## config.mk

```make
export PLATFORM = sky130hd
export DESIGN_NAME = nvfill_ctrl
export DESIGN_NICKNAME = d
export VERILOG_FILES = /design/src/rtl/nvfill_pkg.sv /design/src/rtl/nvfill_datapath.sv /design/src/rtl/nvfill_control.sv /design/src/rtl/nvfill_ctrl.sv
export SDC_FILE = /design/constraint.sdc
export NUM_CORES = 1
export LEC_CHECK = 0
export BUFFER_PORTS_ARGS = -buffer_cell sky130_fd_sc_hd__buf_4
export CAP_MARGIN = 20
export CORE_MARGIN = 10
export CORE_UTILIZATION = 55
export DETAILED_ROUTE_END_ITERATION = 16
export GPL_TIMING_DRIVEN = 0
export PLACE_DENSITY = 0.75
export SYNTH_ARGS = -nofsm -noshare
export SYNTH_HDL_FRONTEND = slang
export SYNTH_SLANG_ARGS = --single-unit
```

## constraint.sdc

```tcl
create_clock -name clk -period 1.82 [get_ports clk]
set_input_delay 0.182 -clock clk [delete_from_list [all_inputs] [get_ports clk]]
set_output_delay 0.182 -clock clk [all_outputs]
set_load 0.02 [all_outputs]
```

## src/rtl/nvfill_pkg.sv

```systemverilog
package nvfill_pkg;

  typedef enum logic [1:0] {
    OP_READ   = 2'd0,
    OP_WRITE  = 2'd1,
    OP_ROW    = 2'd2,
    OP_SECTOR = 2'd3
  } fillOp_e;

  // strobes from control to datapath
  typedef struct packed {
    logic start;
    logic advance;
    logic capture;
    logic finish;
  } seqStrobe_t;

  localparam logic [1:0] SEL_ADDR_LO = 2'd0;
  localparam logic [1:0] SEL_ADDR_HI = 2'd1;
  localparam logic [1:0] SEL_DATA    = 2'd2;
  localparam logic [1:0] SEL_CMD     = 2'd3;

  localparam int BIT_GO  = 7;
  localparam int BIT_CLR = 6;
  localparam int BIT_IEN = 5;

endpackage

```

## src/rtl/nvfill_datapath.sv

```systemverilog
module nvfill_datapath
  import nvfill_pkg::*;
#(
  parameter int AW = 9,
  parameter int DW = 8,
  parameter int ROW_BITS = 6
) (
  input  logic          clk,
  input  logic          rstN,
  input  logic [1:0]    regSel,
  input  logic          regWr,
  input  logic [DW-1:0] regWdata,
  output logic [DW-1:0] regRdata,
  input  logic          busy,
  input  seqStrobe_t    seq,
  output logic          cmdValid,
  output fillOp_e       cmdOp,
  output logic          atLast,
  output logic [AW-1:0] arrAddr,
  output logic [DW-1:0] arrWdata,
  input  logic [DW-1:0] arrRdata,
  output logic          irq
);

  localparam logic [AW-1:0] ROW_MASK = AW'((1 << ROW_BITS) - 1);

  logic [DW-1:0] addrLo;
  logic [AW-1:0] addrReg;
  logic [DW-1:0] hiByte;
  logic [DW-1:0] dataReg;
  logic [DW-1:0] fillVal;
  logic [DW-1:0] rdBuf;
  logic [AW-1:0] curAddr;
  logic [AW-1:0] lastAddr;
  logic [AW-1:0] spanLo;
  logic [AW-1:0] spanHi;
  logic          doneFlag;
  logic          irqEn;
  logic          cmdWrite;
  logic [DW-1:0] statusByte;

  assign cmdWrite = regWr && (regSel == SEL_CMD);
  assign cmdValid = cmdWrite && regWdata[BIT_GO];
  assign cmdOp    = fillOp_e'(regWdata[1:0]);

  always_ff @(posedge clk or negedge rstN) begin
    if (!rstN) begin
      addrLo  <= '0;
      dataReg <= '0;
    end else if (regWr) begin
      if (regSel == SEL_ADDR_LO) addrLo  <= regWdata;
      if (regSel == SEL_DATA)    dataReg <= regWdata;
    end
  end

  generate
    if (AW > DW) begin : g_hi
      logic [AW-DW-1:0] addrHi;
      always_ff @(posedge clk or negedge rstN) begin
        if (!rstN) addrHi <= '0;
        else if (regWr && regSel == SEL_ADDR_HI) addrHi <= regWdata[AW-DW-1:0];
      end
      assign addrReg = {addrHi, addrLo};
      assign hiByte  = DW'(addrHi);
    end else begin : g_lo
      assign addrReg = addrLo[AW-1:0];
      assign hiByte  = '0;
    end
  endgenerate

  // address span covered by the incoming command
  always_comb begin
    unique case (cmdOp)
      OP_ROW: begin
        spanLo = addrReg & ~ROW_MASK;
        spanHi = addrReg | ROW_MASK;
      end
      OP_SECTOR: begin
        spanLo = '0;
        spanHi = '1;
      end
      default: begin
        spanLo = addrReg;
        spanHi = addrReg;
      end
    endcase
  end

  always_ff @(posedge clk or negedge rstN) begin
    if (!rstN) begin
      curAddr  <= '0;
      lastAddr <= '0;
      fillVal  <= '0;
      rdBuf    <= '0;
    end else begin
      if (seq.start) begin
        curAddr  <= spanLo;
        lastAddr <= spanHi;
        fillVal  <= dataReg;
      end else if (seq.advance) begin
        curAddr <= curAddr + 1'b1;
      end
      if (seq.capture) rdBuf <= arrRdata;
    end
  end

  // completion flag: a finish outranks a software clear in the same cycle
  always_ff @(posedge clk or negedge rstN) begin
    if (!rstN) begin
      doneFlag <= 1'b0;
      irqEn    <= 1'b0;
    end else begin
      if (seq.finish) doneFlag <= 1'b1;
      else if (cmdWrite && regWdata[BIT_CLR]) doneFlag <= 1'b0;
      if (cmdWrite) irqEn <= regWdata[BIT_IEN];
    end
  end

  always_comb begin
    statusByte          = '0;
    statusByte[BIT_GO]  = busy;
    statusByte[BIT_CLR] = doneFlag;
    statusByte[BIT_IEN] = irqEn;
  end

  always_comb begin
    unique case (regSel)
      SEL_ADDR_LO: regRdata = addrReg[DW-1:0];
      SEL_ADDR_HI: regRdata = hiByte;
      SEL_DATA:    regRdata = busy ? statusByte : rdBuf;
      default:     regRdata = statusByte;
    endcase
  end

  assign atLast   = (curAddr == lastAddr);
  assign arrAddr  = curAddr;
  assign arrWdata = fillVal;
  assign irq      = doneFlag && irqEn;

  // the final access leaves the flag set even against a clear
  a_r9_finish_sets_flag: assert property (@(posedge clk) disable iff (!rstN)
    seq.finish |=> doneFlag);

  // the walk never passes the end of its span
  a_r4_within_span: assert property (@(posedge clk) disable iff (!rstN)
    busy |-> (curAddr <= lastAddr));

endmodule

```

## src/rtl/nvfill_control.sv

```systemverilog
module nvfill_control
  import nvfill_pkg::*;
(
  input  logic       clk,
  input  logic       rstN,
  input  logic       cmdValid,
  input  fillOp_e    cmdOp,
  input  logic       atLast,
  input  logic       arrReady,
  output logic       busy,
  output logic       arrReq,
  output logic       arrWe,
  output seqStrobe_t seq
);

  typedef enum logic {S_IDLE, S_RUN} seqState_e;

  seqState_e state;
  fillOp_e   opReg;
  logic      handshake;

  assign busy      = (state == S_RUN);
  assign arrReq    = busy;
  assign arrWe     = (opReg != OP_READ);
  assign handshake = arrReq && arrReady;

  always_comb begin
    seq.start   = cmdValid && !busy;
    seq.advance = handshake && !atLast;
    seq.finish  = handshake && atLast;
    seq.capture = handshake && (opReg == OP_READ);
  end

  always_ff @(posedge clk or negedge rstN) begin
    if (!rstN) begin
      state <= S_IDLE;
      opReg <= OP_READ;
    end else if (seq.start) begin
      state <= S_RUN;
      opReg <= cmdOp;
    end else if (seq.finish) begin
      state <= S_IDLE;
    end
  end

  // a request is never withdrawn before the array answers
  a_r6_req_waits: assert property (@(posedge clk) disable iff (!rstN)
    (arrReq && !arrReady) |=> arrReq);

  // a start command during an operation changes nothing
  a_r7_busy_ignores_cmd: assert property (@(posedge clk) disable iff (!rstN)
    (busy && cmdValid) |=> (opReg == $past(opReg)));

endmodule

```

## src/rtl/nvfill_ctrl.sv

```systemverilog
module nvfill_ctrl
  import nvfill_pkg::*;
#(
  parameter int AW = 9,
  parameter int DW = 8,
  parameter int ROW_BITS = 6
) (
  input  logic          clk,
  input  logic          rstN,
  input  logic [1:0]    regSel,
  input  logic          regWr,
  input  logic [DW-1:0] regWdata,
  output logic [DW-1:0] regRdata,
  output logic          arrReq,
  output logic          arrWe,
  output logic [AW-1:0] arrAddr,
  output logic [DW-1:0] arrWdata,
  input  logic [DW-1:0] arrRdata,
  input  logic          arrReady,
  output logic          irq
);

  seqStrobe_t seq;
  logic       busy;
  logic       cmdValid;
  fillOp_e    cmdOp;
  logic       atLast;

  nvfill_control u_control (
    .clk      (clk),
    .rstN     (rstN),
    .cmdValid (cmdValid),
    .cmdOp    (cmdOp),
    .atLast   (atLast),
    .arrReady (arrReady),
    .busy     (busy),
    .arrReq   (arrReq),
    .arrWe    (arrWe),
    .seq      (seq)
  );

  nvfill_datapath #(.AW(AW), .DW(DW), .ROW_BITS(ROW_BITS)) u_datapath (
    .clk      (clk),
    .rstN     (rstN),
    .regSel   (regSel),
    .regWr    (regWr),
    .regWdata (regWdata),
    .regRdata (regRdata),
    .busy     (busy),
    .seq      (seq),
    .cmdValid (cmdValid),
    .cmdOp    (cmdOp),
    .atLast   (atLast),
    .arrAddr  (arrAddr),
    .arrWdata (arrWdata),
    .arrRdata (arrRdata),
    .irq      (irq)
  );

  // address and data stay put while the array stalls
  a_r6_addr_hold: assert property (@(posedge clk) disable iff (!rstN)
    (arrReq && !arrReady) |=> (arrReq && $stable(arrAddr) && $stable(arrWdata)));

  // consecutive accesses of one operation climb by one
  a_r4_ascending: assert property (@(posedge clk) disable iff (!rstN)
    (arrReq && arrReady) |=> (!arrReq || arrAddr == $past(arrAddr) + 1'b1));

  // busy only begins from a start command on the bus
  a_r7_busy_from_cmd: assert property (@(posedge clk) disable iff (!rstN)
    $rose(busy) |-> $past(regWr && regSel == SEL_CMD && regWdata[BIT_GO]));

  // an operation only ends on an array handshake
  a_r9_end_on_handshake: assert property (@(posedge clk) disable iff (!rstN)
    $fell(busy) |-> $past(arrReq && arrReady));

endmodule

```

# Word-level counts from Yosys, hierarchy flattened
# Index checks and enable logic that the tools add are counted.
totals:
  ram_bits: 0
  rom_bits: 0
  ff_bits: 56
  n_memories: 0
  out_inout_bits: 28
  latch_bits: 0
  input_bits: 22
op_classes:
  addsub: 1
  shifts: 0
  n_eq_ne: 6
  n_bitwise: 0
  n_reduce_logical: 20
  div: 0
  mux: 10
  n_lt_le_gt_ge: 0
  n_mul: 0
op_table:
  columns: ["op", "n"]
  rows:
  - ["9-bit case mux with 2 select lines", 2]
  - ["8-bit case mux with 3 select lines", 1]
  - ["9-bit two-way mux", 2]
  - ["1-bit logical AND", 10]
  - ["9-bit by 1-bit adder with 9-bit output (second input constant)", 1]
  - ["9-bit equality test", 1]
  - ["2-bit equality test (second input constant)", 4]
  - ["8-bit two-way mux", 1]
  - ["2-bit nonzero test", 4]
  - ["2-bit zero test", 2]
  - ["1-bit two-way mux", 4]
  - ["2-bit AND reduction", 2]
  - ["2-bit by 1-bit equality test with 1-bit output (second input constant)", 1]
  - ["1-bit zero test", 2]

# Logic depth before layout (Yosys ltp)
logic_depth:
  word_depth: 5
  depth_mapped: 7
  depth_no_buf: 6

# Cells and area by module
# A second synthesis with hierarchy kept.
hier_totals:
  hier_cells: 231
  hier_area_um2: 2682.6
modules_own_cells:
  columns: ["mod", "n_inst", "cells_per_inst", "area_per_inst_um2"]
  rows:
  - ["nvfill_datapath", 1, 217, 2523.7]
  - ["nvfill_control", 1, 14, 158.9]

# Worst setup path before layout
# OpenSTA, ideal clock, no wires.
synth_timing:
  path_kind: "reg-to-reg"
  from: "register u_datapath.curAddr[0] (netlist: u_datapath.arrAddr[0])"
  to: "register u_datapath.curAddr[8] (netlist: u_datapath.arrAddr[8])"
  synth_period_minus_slack_ns: 1.817
  path_stages_with_launch: 7
  arrival_time_ns: 1.690
  t_required_ns: 1.693
  setup_slack_ns: 0.003
  setup_time_ns: 0.127
  n_path_buf: 0
  path_cell_list: "dfrtp_1 -> ha_1 -> nand3_1 -> or4_1 -> a31oi_1 -> xnor2_1 -> o21ai_0"
synth_via:
  elab_chain_cells: 4
  elab_cells_between_ends: 7
synth_rtl:
  columns: ["item", "line", "rtl"]
  rows:
  - ["from (decl)", "nvfill_datapath.sv:33", "logic [AW-1:0] curAddr;"]
  - ["from (signal assigned)", "nvfill_datapath.sv:97", "curAddr <= spanLo;"]
  - ["from (signal assigned)", "nvfill_datapath.sv:101", "curAddr <= curAddr + 1'b1;"]
  - ["branches (longest 4 deep; another with 9-bit by 1-bit adder with 9-bit output)", null, null]
# Several ways; the timed one is not identified. The select of a mux whose other input is x is not followed.
# A chain may end at the register's enable or synchronous reset.

# Worst setup path in the final report
layout_timing:
  from: "register u_datapath.curAddr[2] (netlist: u_datapath.arrAddr[2])"
  to: "register u_datapath.curAddr[4] (netlist: u_datapath.arrAddr[4])"
# The elaborated chain is that of the path after synthesis.

==> out/results.ini <==
[detailed_routing]
final_antenna_net_count=0
drc=0
drt_iter0_drc=174
wirelength_um=6934
wl_per_cell_um=18.20
via_count=2200
vias_per_cell=5.774
dr.pass1.iters=4

[global_routing]
grt_pass1_vias=2234
grt_max_degree=57
grt_usage_pct=17.65
grt-ovfl-total=0
grt_pass1_wl_um=10850
grt_antenna_before_repair=0

[power_and_ir_drop]
p_per_area_nw_per_um2=1489
ir_worst_vdd_mv=0.7826
power_leakage_uw=0.001552
clkPwrFrac_pct=14.4
p_comb_share_pct=42.0
power_frac_seq_pct=43.6
p_int_uw=3027
p_switching_uw=1986
switching_share_pct=39.62
total_power_uw=5013

[synth]
yosys.area_share.simple_pct=17.90
synth_top_family_by_area=simple AND/OR/NAND/NOR gates
ys.flop_type=dfrtp_1
synthAdderAreaFrac_pct=0.4748
synth_xor_area_share_pct=3.656
synthMuxAreaShare_pct=11.02
syn-num-nets=283
synth_warnings=0
async_reset_ff_share_pct=100.0
ys_seq_area_share_pct=53.18
synth.distinct_cells=35
synth.cell_area_um2=2635
synth_compound_area_share_pct=11.16
syn-instance-count=260
synth_seq_cells=56
synth_edf_count=0
syn_area_per_cell_um2=10.13

[floorplanning]
dieArea_um2=7959
die_y_um=89.22
rows=25
core_um2=4692
die_w_um=89.22
start_util_pct=56.16
ios=50

[setup_path]
cp.required_ns=2.07
critPathMaxStageDelay_ns=0.52
worstPathCellList=xor2_1 > nor3_4 > and3_4 > buf_6 > or4_4 > nand3_2
cp_max_fo=5
cp_num_buf_inv=1
cp-end-kind=flip-flop
critical_path.slowest_cell=or4_4
crit_arrival_ns=2.10
crit_family=simple AND/OR/NAND/NOR gates
criticalPathCategory=reg -> reg
crit_path_start_kind=flip-flop

[timing]
slew_viol_final=0
final_hold_viol_count=0
skew_ns=0.008415
fin_crit_ns=1.846
fmax_mhz=541.7
finalSetupViolations=1
finalCritPeriodShare_pct=101.4
holdWs_ns=0.09400
worst_slew_pin_slew_ns=0.6918
finalSetupTns_ns=-0.02618
slew_headroom_pct=53.88
layout_setup_ws_ns=-0.02618
grt_setup_unrepaired=yes

[status]
violations=negative setup slack
outcome=finished, violations left

[layout]
final_cell_mix=buf_4 (56), nand2_1 (55), dfrtp_1 (51)
diodes=0
finish.utilization_pct=71.76
drive_gt1_share_pct=36.39
area_growth_pct=27.78
final_area_um2=3367
fin_nets=349
final_common_cell=buf_4

[placed_design]
place.gp.congestion=0.9170
placed_area_um2=3055
io_buffers=47
place_hpwl_um=4704

[clock_tree]
tritoncts=built
ctsHtreeMaxLevel=2
clk_latency_ns=0.32
path_clk_slew_ns=0.10
clock-sinks=56
cts_buffer_depth=2
cts_made_buffers=5
root_buffer=clkbuf_8

[run]
drv_cap=0

[hold_path]
hold_path_class=in -> reg

cell usage after synthesis, types with 4 or more instances:
| library cell | instances | area share [%] |
|---|---|---|
| buf_2 | 4 | 0.76 |
| nand2_1 | 55 | 7.8 |
| xor2_1 | 9 | 3.0 |
| nand3_1 | 9 | 1.7 |
| mux2_2 | 24 | 10 |
| a31oi_1 | 7 | 1.7 |
| clkbuf_1 | 8 | 1.1 |
| nor2_1 | 7 | 1.0 |
| dfrtp_1 | 56 | 53 |
| a21oi_1 | 17 | 3.2 |
| o21ai_0 | 22 | 4.2 |
| nor2b_1 | 8 | 1.9 |
per-layer routing:
layer / up-vias / GRT usage, % / wire length (µm) / share of wire [%]
li1: 1036 / - / - / -
met1: 1068 / 21.86 / 2861 / 41
met2: 82 / 28.78 / 3335 / 48
met3: 14 / 5.469 / 614 / 8.9
met4: 0 / 5.347 / 123 / 1.8
met5: - / 0 / 0 / 0
power groups by stage:
stage	clock [µW]	sequential (µW)	combinational, µW
4_1_cts	734	2140	1850
3_5_place_dp	0	2170	1760
6_report	721	2190	2110
3_3_place_gp	0	2150	1710
2_1_floorplan	0	2260	935
5_1_grt	789	2240	2300
kinds of logic after synthesis:
| logic type | count (synthesis) |
|---|---|
| flip-flops | 56 |
| AO/OA/AOI/OAI | 53 |
| multiplexers | 26 |
| buffers and inverters | 15 |
| AND/OR/NAND/NOR | 98 |
| adder cells (fa/ha/maj) | 1 |
| XOR/XNOR | 11 |
worst reg2reg max path: stages (launching register included):
cell     delay, ns
dfrtp_1       0.49
xor2_1        0.27
nor3_4        0.09
and3_4        0.21
buf_6         0.13
or4_4         0.52
nand3_2       0.08
path summary, 6_finish.rpt:
check | start | depth (start not counted) | endpoint | slack (ns)
max | u_datapath.arrAddr[2]$_DFFE_PN0P_ | 6 | u_datapath.arrAddr[4]$_DFFE_PN0P_ | -0.03
min | arrRdata[1] | 2 | u_datapath.rdBuf[1]$_DFFE_PN0P_ | 0.09
max reg2reg | u_datapath.arrAddr[2]$_DFFE_PN0P_ | 6 | u_datapath.arrAddr[4]$_DFFE_PN0P_ | -0.03
min reg2reg | u_datapath.dataReg[2]$_DFFE_PN0P_ | 2 | u_datapath.arrWdata[2]$_DFFE_PN0P_ | 0.47
max in group asynchronous | rstN | 2 | u_datapath.arrAddr[6]$_DFFE_PN0P_ | 0.88
min in group asynchronous | rstN | 2 | u_datapath.arrAddr[2]$_DFFE_PN0P_ | 0.45
sequential cells by signal, summed over array words and instances, names as in the netlist:
signal,count
u_datapath.g_hi.addrHi,1
u_datapath.addrLo,8
u_control.opReg,2
u_datapath.rdBuf,8
u_datapath.lastAddr,9
u_control.arrReq,1
u_datapath.arrAddr,9
u_datapath.doneFlag,1
u_datapath.dataReg,8
u_datapath.arrWdata,8
u_datapath.irqEn,1
area by class of cell:
cell class / instances / area, µm²
clock inverters: 2 / 15.01
well taps: 54 / 67.56
inverters: 2 / 7.507
multi-input cells: 189 / 1261
repair buffers: 59 / 452.9
flip-flops and latches: 56 / 1408
fillers: 360 / 1325
clock buffers: 6 / 82.58
plain buffers: 13 / 72.57
stage by stage:
step	instances	setup WS, ns
2_1_floorplan	260	0.003032
3_3_place_gp	361	-0.07404
3_5_place_dp	361	-0.08438
4_1_cts	375	0.009378
5_1_grt	381	-0.06636
6_report	381	-0.02618
timing repair:
action                     4_1_cts  5_1_grt
hold buffers                     1        0
hold endpoints to repair        56        0
pin swaps                        1        8
setup endpoints to repair       23       21
gates resized for setup          5       30
gates cloned                     0        1
buffers inserted                 5        5
Power figures use the tool's default switching activity.
